`config.mk`:
```
export PLATFORM = sky130hd
export DESIGN_NAME = unipolar_logic_seq
export DESIGN_NICKNAME = d
export VERILOG_FILES = /design/src/rtl/ulc_pkg.sv /design/src/rtl/ulc_decode.sv /design/src/rtl/ulc_cell.sv /design/src/rtl/ulc_seq.sv /design/src/rtl/unipolar_logic_seq.sv
export SDC_FILE = /design/constraint.sdc
export NUM_CORES = 1
export LEC_CHECK = 0
export ABC_AREA = 1
export BUFFER_PORTS_ARGS = -buffer_cell sky130_fd_sc_hd__buf_2
export CAP_MARGIN = 25
export CORE_MARGIN = 2
export CORE_UTILIZATION = 40
export CTS_BUF_LIST = sky130_fd_sc_hd__clkbuf_16
export DETAILED_ROUTE_END_ITERATION = 6
export PLACE_DENSITY = 0.63
export SLEW_MARGIN = 20
export SYNTH_ARGS = -nofsm -noshare
export SYNTH_HDL_FRONTEND = slang
export SYNTH_SLANG_ARGS = --single-unit
export TNS_END_PERCENT = 100
```
`constraint.sdc`:
```
create_clock -name clk -period 2.2 [get_ports clk]
set_clock_uncertainty 0.1 [all_clocks]
set_input_delay 0 -clock clk [delete_from_list [all_inputs] [get_ports clk]]
set_output_delay 0 -clock clk [all_outputs]
set_load 0.02 [all_outputs]
```
`src/rtl/ulc_pkg.sv`:
```
package ulc_pkg;

  localparam int FUNC_W    = 4;
  localparam int MAX_STEPS = 3;
  localparam int CNT_W     = $clog2(MAX_STEPS + 1);

  typedef enum logic [1:0] {
    LV_GND = 2'd0,
    LV_SET = 2'd1,
    LV_RST = 2'd2
  } level_e;

  typedef enum logic [1:0] {
    SRC_ZERO = 2'd0,
    SRC_ONE  = 2'd1,
    SRC_P    = 2'd2,
    SRC_Q    = 2'd3
  } src_e;

  typedef struct packed {
    src_e t1;
    src_e t2;
  } step_t;

  typedef struct packed {
    logic             rst_mode;
    logic             has_init;
    logic [CNT_W-1:0] nsteps;
    step_t            op_a;
    step_t            op_b;
  } plan_t;

endpackage

```
`src/rtl/ulc_decode.sv`:
```
module ulc_decode
  import ulc_pkg::*;
(
  input  logic [FUNC_W-1:0] code,
  output plan_t             plan
);

  step_t pat_a;
  step_t pat_b;
  logic  two_ops;

  always_comb begin
    pat_a   = '{t1: SRC_ONE, t2: SRC_ZERO};
    pat_b   = '{t1: SRC_ONE, t2: SRC_ZERO};
    two_ops = 1'b0;
    unique case (code)
      4'd0, 4'd15: begin
        pat_a = '{t1: SRC_ONE, t2: SRC_ZERO};
      end
      4'd12: pat_a = '{t1: SRC_P, t2: SRC_ZERO};
      4'd10: pat_a = '{t1: SRC_Q, t2: SRC_ZERO};
      4'd3:  pat_a = '{t1: SRC_P, t2: SRC_ONE};
      4'd5:  pat_a = '{t1: SRC_Q, t2: SRC_ONE};
      4'd6, 4'd9: pat_a = '{t1: SRC_P, t2: SRC_Q};
      4'd14, 4'd1: begin
        pat_a = '{t1: SRC_P, t2: SRC_ZERO};
        pat_b = '{t1: SRC_Q, t2: SRC_ZERO};
        two_ops = 1'b1;
      end
      4'd7, 4'd8: begin
        pat_a = '{t1: SRC_P, t2: SRC_ONE};
        pat_b = '{t1: SRC_Q, t2: SRC_ONE};
        two_ops = 1'b1;
      end
      4'd11, 4'd4: begin
        pat_a = '{t1: SRC_P, t2: SRC_ONE};
        pat_b = '{t1: SRC_Q, t2: SRC_ZERO};
        two_ops = 1'b1;
      end
      default: begin
        pat_a = '{t1: SRC_P, t2: SRC_ZERO};
        pat_b = '{t1: SRC_Q, t2: SRC_ONE};
        two_ops = 1'b1;
      end
    endcase
  end

  always_comb begin
    plan.rst_mode = (code == 4'd0) || (code == 4'd1) || (code == 4'd2) ||
                    (code == 4'd4) || (code == 4'd8) || (code == 4'd9);
    plan.has_init = (code != 4'd0) && (code != 4'd15);
    plan.op_a     = pat_a;
    plan.op_b     = pat_b;
    if (!plan.has_init)
      plan.nsteps = CNT_W'(1);
    else if (two_ops)
      plan.nsteps = CNT_W'(3);
    else
      plan.nsteps = CNT_W'(2);
  end

endmodule

```
`src/rtl/ulc_cell.sv`:
```
module ulc_cell
  import ulc_pkg::*;
(
  input  logic   clk,
  input  logic   rst_n,
  input  level_e t1,
  input  level_e t2,
  input  logic   rd_en,
  output logic   state,
  output logic   rd_vld,
  output logic   rd_bit
);

  logic state_q, state_d;
  logic rd_vld_q, rd_bit_q, rd_bit_d;

  always_comb begin
    if (t1 == t2)
      state_d = state_q;
    else if ((t1 == LV_SET && t2 == LV_GND) || (t2 == LV_SET && t1 == LV_GND))
      state_d = 1'b1;
    else
      state_d = 1'b0;
    rd_bit_d = rd_en ? state_q : rd_bit_q;
  end

  always_ff @(posedge clk or negedge rst_n) begin
    if (!rst_n) begin
      state_q  <= 1'b0;
      rd_vld_q <= 1'b0;
      rd_bit_q <= 1'b0;
    end else begin
      state_q  <= state_d;
      rd_vld_q <= rd_en;
      rd_bit_q <= rd_bit_d;
    end
  end

  assign state  = state_q;
  assign rd_vld = rd_vld_q;
  assign rd_bit = rd_bit_q;


  hold_on_equal_chk: assert property (@(posedge clk) disable iff (!rst_n)
    (t1 == t2) |=> $stable(state_q));


  set_vs_gnd_chk: assert property (@(posedge clk) disable iff (!rst_n)
    ((t1 == LV_SET && t2 == LV_GND) || (t1 == LV_GND && t2 == LV_SET)) |=> state_q);


  rst_vs_gnd_chk: assert property (@(posedge clk) disable iff (!rst_n)
    ((t1 == LV_RST && t2 == LV_GND) || (t1 == LV_GND && t2 == LV_RST)) |=> !state_q);

endmodule

```
`src/rtl/ulc_seq.sv`:
```
module ulc_seq
  import ulc_pkg::*;
(
  input  logic              clk,
  input  logic              rst_n,
  input  logic              start,
  input  logic [FUNC_W-1:0] func,
  input  logic              p,
  input  logic              q,
  output level_e            t1,
  output level_e            t2,
  output logic              busy,
  output logic              done,
  output logic [CNT_W-1:0]  cycles
);

  logic              busy_q, busy_d;
  logic              done_q, done_d;
  logic [CNT_W-1:0]  step_q, step_d;
  logic [CNT_W-1:0]  cyc_q, cyc_d;
  logic [FUNC_W-1:0] code_q, code_d;
  logic              p_q, p_d, q_q, q_d;
  logic              last;
  plan_t             plan;
  step_t             cur;
  logic              is_init;
  level_e            active;

  ulc_decode u_dec (.code(code_q), .plan(plan));

  function automatic level_e map_src(src_e s, logic pv, logic qv, level_e act);
    case (s)
      SRC_ONE: return act;
      SRC_P:   return pv ? act : LV_GND;
      SRC_Q:   return qv ? act : LV_GND;
      default: return LV_GND;
    endcase
  endfunction

  assign last = (step_q == plan.nsteps - CNT_W'(1));

  always_comb begin
    busy_d = busy_q;
    done_d = 1'b0;
    step_d = step_q;
    cyc_d  = cyc_q;
    code_d = code_q;
    p_d    = p_q;
    q_d    = q_q;
    if (!busy_q) begin
      if (start) begin
        busy_d = 1'b1;
        step_d = '0;
        code_d = func;
        p_d    = p;
        q_d    = q;
      end
    end else if (last) begin
      busy_d = 1'b0;
      done_d = 1'b1;
      cyc_d  = plan.nsteps;
    end else begin
      step_d = step_q + CNT_W'(1);
    end
  end

  always_comb begin
    active  = plan.rst_mode ? LV_RST : LV_SET;
    is_init = plan.has_init && (step_q == '0);
    cur     = (plan.has_init && step_q == CNT_W'(2)) ? plan.op_b : plan.op_a;
    if (!busy_q) begin
      t1 = LV_GND;
      t2 = LV_GND;
    end else if (is_init) begin
      t1 = plan.rst_mode ? LV_SET : LV_RST;
      t2 = LV_GND;
    end else begin
      t1 = map_src(cur.t1, p_q, q_q, active);
      t2 = map_src(cur.t2, p_q, q_q, active);
    end
  end

  always_ff @(posedge clk or negedge rst_n) begin
    if (!rst_n) begin
      busy_q <= 1'b0;
      done_q <= 1'b0;
      step_q <= '0;
      cyc_q  <= '0;
      code_q <= '0;
      p_q    <= 1'b0;
      q_q    <= 1'b0;
    end else begin
      busy_q <= busy_d;
      done_q <= done_d;
      step_q <= step_d;
      cyc_q  <= cyc_d;
      code_q <= code_d;
      p_q    <= p_d;
      q_q    <= q_d;
    end
  end

  assign busy   = busy_q;
  assign done   = done_q;
  assign cycles = cyc_q;


  done_one_clk_chk: assert property (@(posedge clk) disable iff (!rst_n)
    done_q |=> !done_q);


  busy_done_excl_chk: assert property (@(posedge clk) disable iff (!rst_n)
    !(busy_q && done_q));


  cycles_range_chk: assert property (@(posedge clk) disable iff (!rst_n)
    done_q |-> (cyc_q >= CNT_W'(1) && cyc_q <= CNT_W'(MAX_STEPS)));


  code_held_chk: assert property (@(posedge clk) disable iff (!rst_n)
    (busy_q && !last) |=> ($stable(code_q) && $stable(p_q) && $stable(q_q)));

endmodule

```
`src/rtl/unipolar_logic_seq.sv`:
```
module unipolar_logic_seq
  import ulc_pkg::*;
(
  input  logic              clk,
  input  logic              rst_n,
  input  logic              start,
  input  logic [FUNC_W-1:0] func,
  input  logic              p,
  input  logic              q,
  input  logic              rd_en,
  output logic              busy,
  output logic              done,
  output logic              result,
  output logic [CNT_W-1:0]  cycles,
  output logic              rd_vld,
  output logic              rd_bit
);

  level_e drv_t1;
  level_e drv_t2;

  ulc_seq u_seq (
    .clk(clk), .rst_n(rst_n), .start(start), .func(func), .p(p), .q(q),
    .t1(drv_t1), .t2(drv_t2), .busy(busy), .done(done), .cycles(cycles)
  );

  ulc_cell u_cell (
    .clk(clk), .rst_n(rst_n), .t1(drv_t1), .t2(drv_t2), .rd_en(rd_en),
    .state(result), .rd_vld(rd_vld), .rd_bit(rd_bit)
  );

endmodule

```
After elaboration in Yosys (flattened, before gate mapping)
Index checks and enable logic that the tools add are counted.
{"block": "word_totals", "wordCells": 89, "input_bits": 10, "output_inout_bits": 7, "ff_bits": 15}
{"block": "classes", "mux": 24, "n_reduce_logical": 25, "bitwise_logic": 1, "n_eq_ne": 27, "n_addsub": 2}
{"operator": "4-bit == test, second input constant", "count": 7}
{"operator": "2-bit two-way mux", "count": 12}
{"operator": "4-bit one-hot mux with 5 select lines", "count": 1}
{"operator": "4-bit by 3-bit == test with 1-bit output, second input constant", "count": 4}
{"operator": "2-bit one-hot mux with 3 select lines", "count": 2}
{"operator": "2-bit == test, second input constant", "count": 5}
{"operator": "2-bit by 1-bit == test with 1-bit output, second input constant", "count": 4}
{"operator": "4-bit by 2-bit == test with 1-bit output, second input constant", "count": 2}
{"operator": "4-bit one-hot mux with 2 select lines", "count": 1}
{"operator": "8-bit OR reduction", "count": 1}
{"operator": "1-bit two-way mux", "count": 7}
{"operator": "2-bit logical NOT", "count": 3}
{"operator": "1-bit logical OR", "count": 6}
{"operator": "2-bit AND reduction", "count": 3}
{"operator": "1-bit logical AND", "count": 5}
{"operator": "5-bit OR reduction", "count": 1}
{"operator": "2-bit == test", "count": 2}
{"operator": "4-bit by 1-bit == test with 1-bit output, second input constant", "count": 1}
{"operator": "4-bit logical NOT", "count": 1}
{"operator": "4-bit two-way mux", "count": 1}
{"operator": "4-bit inequality test, second input constant", "count": 1}
{"operator": "4-bit nonzero test", "count": 1}
{"operator": "2-bit OR reduction", "count": 2}
{"operator": "4-bit OR reduction", "count": 1}
{"operator": "5 further kinds", "count": 5}

Depth between registers and ports, before layout
Gate-level depths: netlist of the first run.
{"block": "depth", "ltp_word": 15, "depth_mapped": 13}

Hierarchy
Synthesis of the first run repeated with hierarchy kept, for this count alone.
{"block": "hier_totals", "cells_unflattened": 164, "hier_area_um2": 1103.6}
{"mod": "ulc_seq", "seq_area_each_um2": 300.3, "instances": 1, "cells_per_inst": 98, "area_per_inst_um2": 743.2}
{"mod": "ulc_decode", "seq_area_each_um2": 0.0, "instances": 1, "cells_per_inst": 45, "area_per_inst_um2": 203.9}
{"mod": "ulc_cell", "seq_area_each_um2": 75.1, "instances": 1, "cells_per_inst": 21, "area_per_inst_um2": 156.4}

Worst setup path after synthesis of the first run
OpenSTA, ideal clock, no wires.
{"block": "synth_timing", "kind": "reg2reg", "from": "reg u_seq.code_q[2]", "to": "reg u_seq.step_q[0]", "path_slack_ns": 0.653, "n_path_buf": 1, "arrival_ns": 1.329, "t_required_ns": 1.982, "setup_time_ns": 0.118, "stages_incl_launch_ff": 11, "cell_sequence": "dfrtp_1 > buf_4 > xnor2_1 > nand2_2 > nand2_2 > xor2_2 > nand3_2 > nand2_2 > inv_2 > nand2_1 > nand2_1"}
{"block": "synth_between", "elab_chain_len": 8, "elab_cells_between_ends": 18, "cone_classes": "1 x add/sub; 10 x eq/ne; 2 x mux; 5 x reduce/logical"}
{"element": "start, declared", "line_no": "ulc_seq.sv:21", "text": "logic [FUNC_W-1:0] code_q, code_d;"}
{"element": "start signal, assigned", "line_no": "ulc_seq.sv:97", "text": "code_q <= code_d;"}
{"element": "4-bit == test, or another cell as far along", "line_no": "ulc_decode.sv:16", "text": "unique case (code)"}
{"element": "8-bit OR reduction (no source line)"}
{"element": "1-bit two-way mux", "line_no": "ulc_decode.sv:56", "text": "else if (two_ops)"}
{"element": "2-bit two-way mux (*)", "line_no": "ulc_decode.sv:54", "text": "if (!plan.has_init)"}
{"element": "2-bit by 1-bit subtractor with 2-bit output (*)", "line_no": "ulc_seq.sv:40", "text": "assign last = (step_q == plan.nsteps - CNT_W'(1));"}
{"element": "2-bit == test (*)", "line_no": "ulc_seq.sv:40"}
{"element": "2-bit inequality test (no source line) (*)"}
{"element": "2-bit AND reduction (no source line) (*)"}
{"element": "end signal, assigned", "line_no": "ulc_seq.sv:95", "text": "step_q <= step_d;"}
{"element": "end, declared", "line_no": "ulc_seq.sv:19", "text": "logic [CNT_W-1:0] step_q, step_d;"}
Mark *: on every way between the ends. The rest lies on a longest branch, timed or not.
A chain may end at the register's enable or synchronous reset.

Worst setup path after layout of the first run
{"block": "layout_timing", "from": "reg u_seq.code_q[2]", "to": "reg u_seq.step_q[1]"}
The elaborated chain is that of the path after synthesis.

==> impl_results.md, run 1 <==
* Power per cell area at about 1700 mW/mm^2
* Largest family of logic cells by synthesized area: simple AND/OR/NAND/NOR gates
* Synth warnings at 0
* First-pass DRT Iterations at 4
* Die ar. at 0.00290 mm^2
* Top-area cell type share of the netlist area at 37.8%
* Synthesized area at just under 0.001 mm^2
* Fmax at between 0.5 and 0.6 GHz
* Worst VDD drop at 0.000913 V
* Max Cap Viol at 0
* Slew Limit Fails at 0
* Crit path max fanout at 7
* Gate Count Post-Synth at 145
* Initial antenna violation count at 0
* Clk sink count at 15
* Worst setup SP type: flop
* DR vias/cell at 4.66
* Slew @ Worst Pin at between 0.4 and 0.5 ns
* Max reg flops at 4
* Worst Setup SP: u_seq.code_q[2]
* Longest Clk Path Bufs at 2
* Multiplexer area fraction after synthesis at 1.13%
* Reg2Reg Depth at 12
* Worst reg2reg path endpoint: u_seq.step_q[1]
* PortBufs at 16
* R2R Path Start: u_seq.code_q[2]
* Worst slew margin at 72.4%
* Synth unique cells at 20
* Die Span Y at about 54 um
* Critical-path top delay cell: dfrtp_1
* Routed WL per cell at 10.6 um
* Worst hold margin at 0.0861 ns
* Placed inst area at 0.00110 mm^2
* CP bufs+invs at 3
* Vias in the first global route at 861
* Die Wd at 53.8 um
* First-pass GRT wire length at 3710 um
* DR vias at 936
* Final Routed Wirelength at 2130 um
* Design Area, Final at 0.00126 mm^2
* Placer Congestion at 0.785
* Total global routing overflow at 0
* Cell chain of the critical path: nand2_1, inv_1, nand2_2, nand2_2, inv_2, nand3_1, nand2_1, nand3_2, nand2_2, inv_2, nand2_1, nand2_1
* Register area share after synthesis at a little under two fifths
* GRT Overall Usage at 18.5%
* Compound-cell area share of the yosys netlist at 5.04%
* Yosys reg bits at 15
* Syn avg cell area at a little under 7 um^2
* Setup_tns at 0 ns
* Clock transition at path regs at about 0.050 ns
* Critical path capture point type: flop
* Boundary Pins at 17
* Largest net degree at the start of global routing at 16
* Worst-Skew Late Latency at 0.25 ns
* ANT cells at 0
* Layout cells sized above 1 at a little under a quarter
* Status: finished, final reports clean
* TritonCTS Buffers at 3
* Setup Buffers After CTS at 0
* Largest Register: u_seq.code_q
* Req. time, crit path at about 2.2 ns
* Post-DP HPWL at between 1500 and 2000 um
* Post-layout nets at 184
* Standard-cell rows at 18
* Synthesized Nets at about 160
* H-Tree Depth at 1
* Peak per-stage delay on the critical path at 0.48 ns
* Crit path top cell by count: nand2_1
* Xor-xnor portion of the synthesized cell area at 2.52%
* Final hold vios at 0
* WP depth at 12
* Hold Path Class: in -> async
* Area contributors post-synth: dfrtp_1, nand2_1, nor2_1, nand3_1, inv_1
* Initial DRC Count at 23
* Synth Area in Simple Gates at 42.3%
* Final period utilization at 77.0%
* Layout area overhead at 26.8%
* RSZ-0062 raised after global routing: no
* Final number of setup-violating endpoints at 0
* Crit path DAT at approximately 1.7 ns
* Area of the core at 0.00241 mm^2
* Antenna Violating Nets Remaining at 0
* Clock root cell: clkbuf_16
* CTS tree: done
* Tmin final at 1.69 ns
* Adder-Cell Fraction of Synth Area at 2.52%
* Flop-to-flop setup slack at 0.51 ns
* Synth area leader: dfrtp_1
* Initial Util at between 40% and 50%
* Residual DRC at 0
* Top cell family by delay on the critical path: simple AND/OR/NAND/NOR gates
* Crit path capture: u_seq.step_q[1]
* Static leakage at around 0.00070 uW
* WS Path Type: reg -> reg
## final cells by class
cell class              count  area (um^2)
repair buffers             24          160
clock inverters             1         5.00
flip-flops and latches     15          375
clock buffers               3         75.1
multi-input cells         108          532
fillers                   221         1150
well taps                  30         37.5
inverters                  20         75.1
## synth_stat cells
master,n
dfrtp_1,15
nand2_2,8
nor2_1,21
nand4_1,2
clkbuf_1,1
a21oi_1,6
mux2_2,1
inv_1,16
xor2_2,1
buf_4,1
nand2_1,44
o21ai_0,2
nand3_2,3
nand3_1,12
nor2_4,1
ha_1,2
o21ai_1,2
nor2_2,2
xnor2_1,1
inv_2,4
## how the worst min path moves through the flow
stage               start               to  slack (ns)  cells past startpoint
finish              rst_n  u_seq.step_q[0]        0.09                      2
global route        rst_n    u_cell.rd_bit        0.12                      2
CTS                 rst_n  u_seq.code_q[3]        0.11                      2
detailed placement  rst_n  u_seq.code_q[3]       -0.17                      1
global placement    rst_n  u_seq.code_q[0]       -0.18                      1
floorplan           rst_n    u_cell.rd_bit       -0.40                      0
## where the power goes
part	leakage, uW	total (uW)	switching [uW]	internal, uW
sequential	0.000174	534	127	407
combinational	0.000489	1290	833	454
clock	0.0000409	369	126	244
total	0.000704	2190	1090	1100
## layer usage
metal	wire [um]	track usage [%]	vias up	share of wire, %
met4	53	8.97	0	2.5
met5	0	0	-	0
met3	89	5.00	5	4.2
met2	1020	29.7	19	48
met1	961	22.8	414	45
li1	-	-	498	-
## cells by family (layout without fill, tap and decap cells)
group | count (synthesis) | after routing
compound gates | 10 | 10
xor+xnor | 2 | 2
fa+ha+maj | 2 | 2
buf+inv | 22 | 48
flops | 15 | 15
mux | 1 | 1
simple gates | 93 | 93
## per-stage QoR
step / setup slack, ns / total power (uW) / utilization (%) / cells
2_1_floorplan: 0.653 / 1570 / - / 145
3_3_place_gp: 0.544 / 1780 / 45.6 / 189
3_5_place_dp: 0.528 / 1810 / 45.6 / 189
4_1_cts: 0.514 / 2190 / 52.3 / 201
5_1_grt: 0.328 / 2430 / 52.3 / 201
6_report: 0.507 / 2190 / 52.3 / 201
## placed cells by master (no fill, tap or decap), drive strengths merged
cell type	n
xnor2	1
clkinv	1
nand2	52
nand4	2
dlygate4sd3	8
a21oi	6
ha	2
inv	20
nand3	15
mux2	1
xor2	1
buf	16
nor2	24
o21ai	4
dfrtp	15
clkbuf	3
## repair_timing
| item | CTS | global route |
|---|---|---|
| setup endpoints to repair | 0 | 0 |
| gates resized for setup | 0 | 0 |
| hold endpoints to repair | 23 | 0 |
| hold buffers | 8 | 0 |
Note: power is estimated with default switching activity, not from simulation.
==> run 2, diff against run 1 <==
--- a/config.mk
+++ b/config.mk
@@ -12,7 +12,7 @@
 export CORE_UTILIZATION = 40
 export CTS_BUF_LIST = sky130_fd_sc_hd__clkbuf_16
 export DETAILED_ROUTE_END_ITERATION = 6
-export PLACE_DENSITY = 0.63
+export PLACE_DENSITY = 0.65
 export SLEW_MARGIN = 20
 export SYNTH_ARGS = -nofsm -noshare
 export SYNTH_HDL_FRONTEND = slang
==> constraint.sdc (replaced) <==
create_clock -name clk -period 1.5 [get_ports clk]
set_clock_uncertainty 0.1 [all_clocks]
set_input_delay 0 -clock clk [delete_from_list [all_inputs] [get_ports clk]]
set_output_delay 0 -clock clk [all_outputs]
set_load 0.02 [all_outputs]
==> run 2 against run 1 <==
  * The flow now finishes with violations (negative setup slack)
  * Critical endpoint unchanged
  * Largest cell class unchanged
  * Count of clock-buffer cells in the layout did not move
  * Critical path depth fell by 1
  * Routed wire length rose by 23%
  * Highest routed layer unchanged
==> impl_results.md, run 2 (synthesis gave the netlist of run 1 again) <==
* First-pass DRT Iterations at 4 (unchanged)
* RSZ-0062 raised after global routing: yes
* Final Routed Wirelength at 2630 um (+23%)
* Status: finished with violations
* Largest Register: u_seq.code_q
* Inst Count DP at 204 (+7.9%)
* Critical path capture point type: flop
* Vias in the first global route at 1065 (+24%)
* CTS tree: done
* DP Worst Slack at -0.170 ns (-0.698 ns)
* Setup_tns at -0.961 ns (-0.961 ns)
* Power per cell area at 2670 mW/mm^2 (+54%)
* Clock transition at path regs at 0.05 ns (about the same)
* Largest net degree at the start of global routing at 16 (unchanged)
* Placed inst area at 0.00122 mm^2 (+11%)
* Area of the core at 0.00241 mm^2 (unchanged)
* Slew Limit Fails at 0 (unchanged)
* Max reg flops at 4 (unchanged)
* Post-layout nets at 200 (+8.7%)
* Clock Power Share at 13.3% (-3.6 points)
* Routed WL per cell at 12.1 um (+14%)
* Total global routing overflow at 0 (unchanged)
* Failing checks: negative setup slack
* Worst hold stages at 3
* Hold Path Class: in -> reg
* GRT Overall Usage at 21.6% (+3.1 points)
* Layout area overhead at 47.4%
* Flop pwr share at 21.5% (-2.9 points)
* Register area at 380 um^2 (+1.3%)
* Area of the multi-input gates at 606 um^2 (+14%)
* Clk sink count at 15 (unchanged)
* Final number of setup-violating endpoints at 7 (+7)
* Boundary Pins at 17 (unchanged)
* Longest Clk Path Bufs at 2 (unchanged)
* Layout cells sized above 1 at 40.6% (+17 points)
* Worst VDD drop at 0.00150 V (+64%)
* WS Path Type: reg -> reg
* Worst-Skew Late Latency at 0.25 ns (about the same)
* Final hold vios at 0 (unchanged)
* Reg2Reg Depth at 11 (-1)
* Req. time, crit path at 1.54 ns (-0.70 ns)
* ANT cells at 0 (unchanged)
* TritonCTS Buffers at 3 (unchanged)
* Placer Congestion at 0.815 (+3.8%)
* DR vias/cell at 4.78 (+2.6%)
* Initial DRC Count at 16 (-30%)
* Final cell count without fillers at 217 (+8.0%)
* Internal at 2010 uW (+82%)
* Post-DP HPWL at 1690 um (+7.4%)
* Slew @ Worst Pin at 0.346 ns (-0.0667 ns)
* Crit path max fanout at 5 (-2)
* Worst setup SP type: flop
* Fill count at 207 (-6.3%)
* Clock root cell: clkbuf_16
* Die Span Y at 53.8 um (unchanged)
* Design Area, Final at 0.00146 mm^2 (+16%)
* Max Cap Viol at 0 (unchanged)
* Crit path DAT at 1.71 ns (-0.03 ns)
* Worst slew margin at 77.0% (+4.5 points)
* Net Switching at 1910 uW (+76%)
* Die ar. at 0.00290 mm^2 (unchanged)
* Standard-cell rows at 18 (unchanged)
* Final WS setup at -0.172 ns (-0.679 ns)
* Commonest non-fill, non-tap cell in the layout: nand2_1
* Initial antenna violation count at 0 (unchanged)
* Final period utilization at 111% (+35 points)
* Residual DRC at 0 (unchanged)
* Antenna Violating Nets Remaining at 0 (unchanged)
* Fmax at 0.598 GHz (+1.3%)
* First-pass GRT wire length at 4410 um (+19%)
* Static leakage at 0.000795 uW (+13%)
* Die Wd at 53.8 um (unchanged)
* Commonest cells after routing, fill and taps aside: nand2_1, nor2_1, buf_2
* H-Tree Depth at 1 (unchanged)
* Initial Util at 41.2% (unchanged)
* Tmin final at 1.67 ns (-0.0209 ns)
* Comb pwr share at 65.2% (+6.4 points)
* PortBufs at 16 (unchanged)
* DR vias at 1037 (+11%)
* Total Power at 3920 uW (+79%)
* Net Sw Frac at 48.7% (-0.84 points)
run 2: area by class of cell:
class | count | share of cell area (%)
Multi-Input combinational cell | 108 | 41.4
Inverter | 20 | 5.30
Sequential cell | 15 | 26.0
Tap cell | 30 | 2.56
Clock buffer | 3 | 5.13
Timing Repair Buffer | 40 | 19.4
Clock inverter | 1 | 0.256
run 2: worst paths after layout:
path / slack (ns) / start / to
max: -0.17 / u_seq.code_q[1] / u_seq.step_q[1]
min: 0.007 / start / u_seq.p_q
max reg2reg: -0.17 / u_seq.code_q[1] / u_seq.step_q[1]
min reg2reg: 0.38 / u_seq.cycles[0] / u_seq.cycles[0]
max in group asynchronous: 0.93 / rst_n / u_seq.code_q[1]
min in group asynchronous: 0.09 / rst_n / u_seq.code_q[0]
run 2: power by group through the flow:
stage / clock network [uW] / logic [uW] / registers (uW)
3_5_place_dp: 0 / 2190 / 783
4_1_cts: 525 / 2300 / 798
3_3_place_gp: 0 / 2140 / 774
2_1_floorplan: 0 / 1500 / 818
5_1_grt: 556 / 2860 / 874
6_report: 519 / 2550 / 844
run 2: critical path, cell delays in order, from the launching register on:
cell	delay, ns
dfrtp_2	0.46
nand2_2	0.12
inv_2	0.06
nor2_2	0.10
nand2_2	0.10
nand2_2	0.09
xor2_2	0.18
nand3_4	0.14
nand2_4	0.10
inv_2	0.04
nand2_1	0.05
nand2_1	0.04
run 2: stage by stage:
stage                     util (%)  hold WS (ns)
after floorplan                  -        -0.396
after global placement        50.6        -0.184
after detailed placement      50.6        -0.170
after CTS                     58.2       0.00722
after global routing          60.7        0.0326
final                         60.7       0.00671
run 2: repair_timing:
| action | CTS | global route |
|---|---|---|
| hold endpoints to repair | 23 | 0 |
| pin swaps | 10 | 15 |
| buffers inserted | 1 | 0 |
| hold buffers | 8 | 0 |
| resized for setup | 10 | 18 |
| endpoints found under the setup margin | 7 | 7 |
run 2: per-layer routing:
metal,share of wire [%],vias up,track usage (%),wire length [um]
met4,1.6,0,9.83,43
met5,0,-,0,0
met3,3.1,7,5.00,81
met2,54,17,37.6,1410
li1,-,536,-,-
met1,42,477,24.7,1090
==> run 3, diff against run 2 <==
--- a/config.mk
+++ b/config.mk
@@ -12,7 +12,8 @@
 export CORE_UTILIZATION = 40
 export CTS_BUF_LIST = sky130_fd_sc_hd__clkbuf_16
 export DETAILED_ROUTE_END_ITERATION = 6
-export PLACE_DENSITY = 0.65
+export GPL_TIMING_DRIVEN = 0
+export PLACE_DENSITY = 0.64
 export SLEW_MARGIN = 20
 export SYNTH_ARGS = -nofsm -noshare
 export SYNTH_HDL_FRONTEND = slang
==> run 3 against run 2 <==
  * The flow still finishes with violations (negative setup slack)
  * Core utilization is 3.9 points lower
  * Combinational power fell by 8.6%
  * Design area down 6.4%
  * Critical path depth did not move
  * Global-route usage shrank 4.5 points
  * Worst setup slack got worse by 0.0090 ns
==> impl_results.md, run 3 (synthesis gave the netlist of run 1 again) <==
* Fill count at 215 (+3.9%)
* Worst VDD drop at 0.00152 V (+1.6%)
* CTS tree: done
* Initial Util at 41.2% (unchanged)
* Worst hold stages at 4 (+1)
* Commonest cells after routing, fill and taps aside: nand2_1, buf_2, nor2_1
* Total global routing overflow at 0 (unchanged)
* Clk sink count at 15 (unchanged)
* Max Cap Viol at 0 (unchanged)
* Layout cells sized above 1 at 36.0% (-4.7 points)
* Hold endpoint: u_seq.q_q
* Req. time, crit path at 1.54 ns (about the same)
* Residual DRC at 0 (unchanged)
* Crit path top cell by count: nand2_2
* Cell chain of the critical path: nand2_2, buf_4, nand2_2, nand2_4, nand2_2, xor2_2, nand3_4, nand2_4, inv_2, nand2_1, nand2_1
* Hold Path Class: in -> reg
* Antenna Violating Nets Remaining at 0 (unchanged)
* Flop-to-flop setup slack at -0.18 ns (about the same)
* WS Path Type: reg -> reg
* Fmax at 0.595 GHz (-0.54%)
* First-pass DRT Iterations at 4 (unchanged)
* Initial antenna violation count at 0 (unchanged)
* Inst Count DP at 191 (-6.4%)
* H-Tree Depth at 1 (unchanged)
* Die Wd at 53.8 um (unchanged)
* First-pass GRT wire length at 3550 um (-19%)
* Worst reg2reg path endpoint: u_seq.step_q[1]
* Longest Clk Path Bufs at 2 (unchanged)
* Final number of setup-violating endpoints at 7 (unchanged)
* Status: finished with violations
* Area of the multi-input gates at 584 um^2 (-3.5%)
* Slew Limit Fails at 0 (unchanged)
* Post-layout nets at 191 (-4.5%)
* Reg2Reg Depth at 11 (unchanged)
* Setup_tns at -0.967 ns (-0.00555 ns)
* Final Routed Wirelength at 2390 um (-9.1%)
* Register area at 379 um^2 (-0.33%)
* Crit path max fanout at 6 (+1)
* Hold Startpoint: start
* Routed WL per cell at 11.5 um (-5.1%)
* Clock transition at path regs at 0.05 ns (about the same)
* Final hold vios at 0 (unchanged)
* Failing checks: negative setup slack
* Peak per-stage delay on the critical path at 0.44 ns (-0.02 ns)
* Critical path capture point type: flop
* Initial DRC Count at 21 (+5)
* Worst setup SP type: flop
* Area of the core at 0.00241 mm^2 (unchanged)
* DR vias at 996 (-4.0%)
* Crit path DAT at 1.72 ns (about the same)
* Placer Congestion at 0.852 (+4.6%)
* Die Span Y at 53.8 um (unchanged)
* Largest Register: u_seq.code_q
* GRT Overall Usage at 17.1% (-4.5 points)
* Static leakage at 0.000748 uW (-5.9%)
* R2R Path Start: u_seq.code_q[0]
* Post-DP HPWL at 1620 um (-4.1%)
* Boundary Pins at 17 (unchanged)
* Total Power at 3650 uW (-6.9%)
* Worst-Skew Late Latency at 0.25 ns (about the same)
* Commonest non-fill, non-tap cell in the layout: nand2_1
* Slew @ Worst Pin at 0.352 ns (+0.00669 ns)
* RSZ-0062 raised after global routing: yes
* Design Area, Final at 0.00137 mm^2 (-6.4%)
* Vias in the first global route at 893 (-16%)
* DR vias/cell at 4.79 (+0.20%)
* Layout area overhead at 37.9%
* Final WS setup at -0.181 ns (-0.00904 ns)
* ANT cells at 0 (unchanged)
* Die ar. at 0.00290 mm^2 (unchanged)
* Tmin final at 1.68 ns (+0.00904 ns)
* Worst hold margin at 0.00150 ns (-0.00521 ns)
* Critical-path top delay cell: dfrtp_2
* PortBufs at 16 (unchanged)
* Clock root cell: clkbuf_16
* Power per cell area at 2660 mW/mm^2 (-0.50%)
* Worst slew margin at 76.5% (-0.45 points)
* Max reg flops at 4 (unchanged)
* Standard-cell rows at 18 (unchanged)
* Final period utilization at 112% (+0.60 points)
* TritonCTS Buffers at 3 (unchanged)
* Final cell count without fillers at 208 (-4.1%)
* Placed inst area at 0.00112 mm^2 (-8.3%)
* Largest net degree at the start of global routing at 16 (unchanged)
[run 3: changes by cell type in the layout (fill, tap and decap cells not counted), moves of 2 or more]
cell	delta
buf_4	-10
inv_1	-2
inv_2	+2
nand2_1	+2
nand2_2	-2
nor2_4	-2
[run 3: what timing repair did]
action,in CTS,in global routing
gates cloned,0,0
hold endpoints to repair,23,0
pin swaps,10,7
setup buffers,3,2
hold buffers,8,0
endpoints found under the setup margin,12,13
resized for setup,11,11
[run 3: how the worst max path moves through the flow]
stage               cells after the start               to  slack, ns             from
floorplan                              11  u_seq.step_q[0]      -0.04  u_seq.code_q[0]
global placement                       11  u_seq.step_q[0]      -0.18  u_seq.code_q[0]
detailed placement                     11  u_seq.step_q[1]      -0.20  u_seq.code_q[1]
CTS                                    11  u_seq.step_q[1]      -0.16  u_seq.code_q[0]
global route                           11  u_seq.step_q[1]      -0.28  u_seq.code_q[0]
finish                                 11  u_seq.step_q[1]      -0.18  u_seq.code_q[0]
[run 3: metal layers]
| metal | up-vias | wire (um) | track usage, % |
|---|---|---|---|
| li1 | 515 | - | - |
| met1 | 458 | 1050 | 19.6 |
| met2 | 19 | 1250 | 30.9 |
| met3 | 4 | 69 | 4.17 |
| met4 | 0 | 23 | 5.13 |
| met5 | - | 0 | 0 |
[run 3: power breakdown]
| group | internal [uW] | leakage, uW | switching (uW) |
|---|---|---|---|
| Combinational | 884 | 0.000535 | 1450 |
| Sequential | 605 | 0.000172 | 185 |
| Clock | 356 | 0.0000409 | 170 |
[run 3: worst max-delay path: cells and delay by family, from the launching register on]
kind	cells	cell delay [ns]
buffers and inverters	2	0.19
flip-flops	1	0.44
XOR/XNOR	1	0.19
AND/OR/NAND/NOR	8	0.64
[run 3: area by class of cell]
type,count,area share [%]
Clock buffer,3,5.48
Timing Repair Buffer,29,14.4
Tap cell,30,2.74
Sequential cell,15,27.7
Multi-Input combinational cell,108,42.6
Clock inverter,1,0.365
Inverter,20,5.48
Buffer,2,1.19
[run 3: metrics by stage]
step           setup WS [ns]  utilization [%]
3_5_place_dp          -0.201             46.4
5_1_grt               -0.278             56.9
4_1_cts               -0.157             55.2
3_3_place_gp          -0.176             46.4
6_report              -0.181             56.9
2_1_floorplan        -0.0423                -
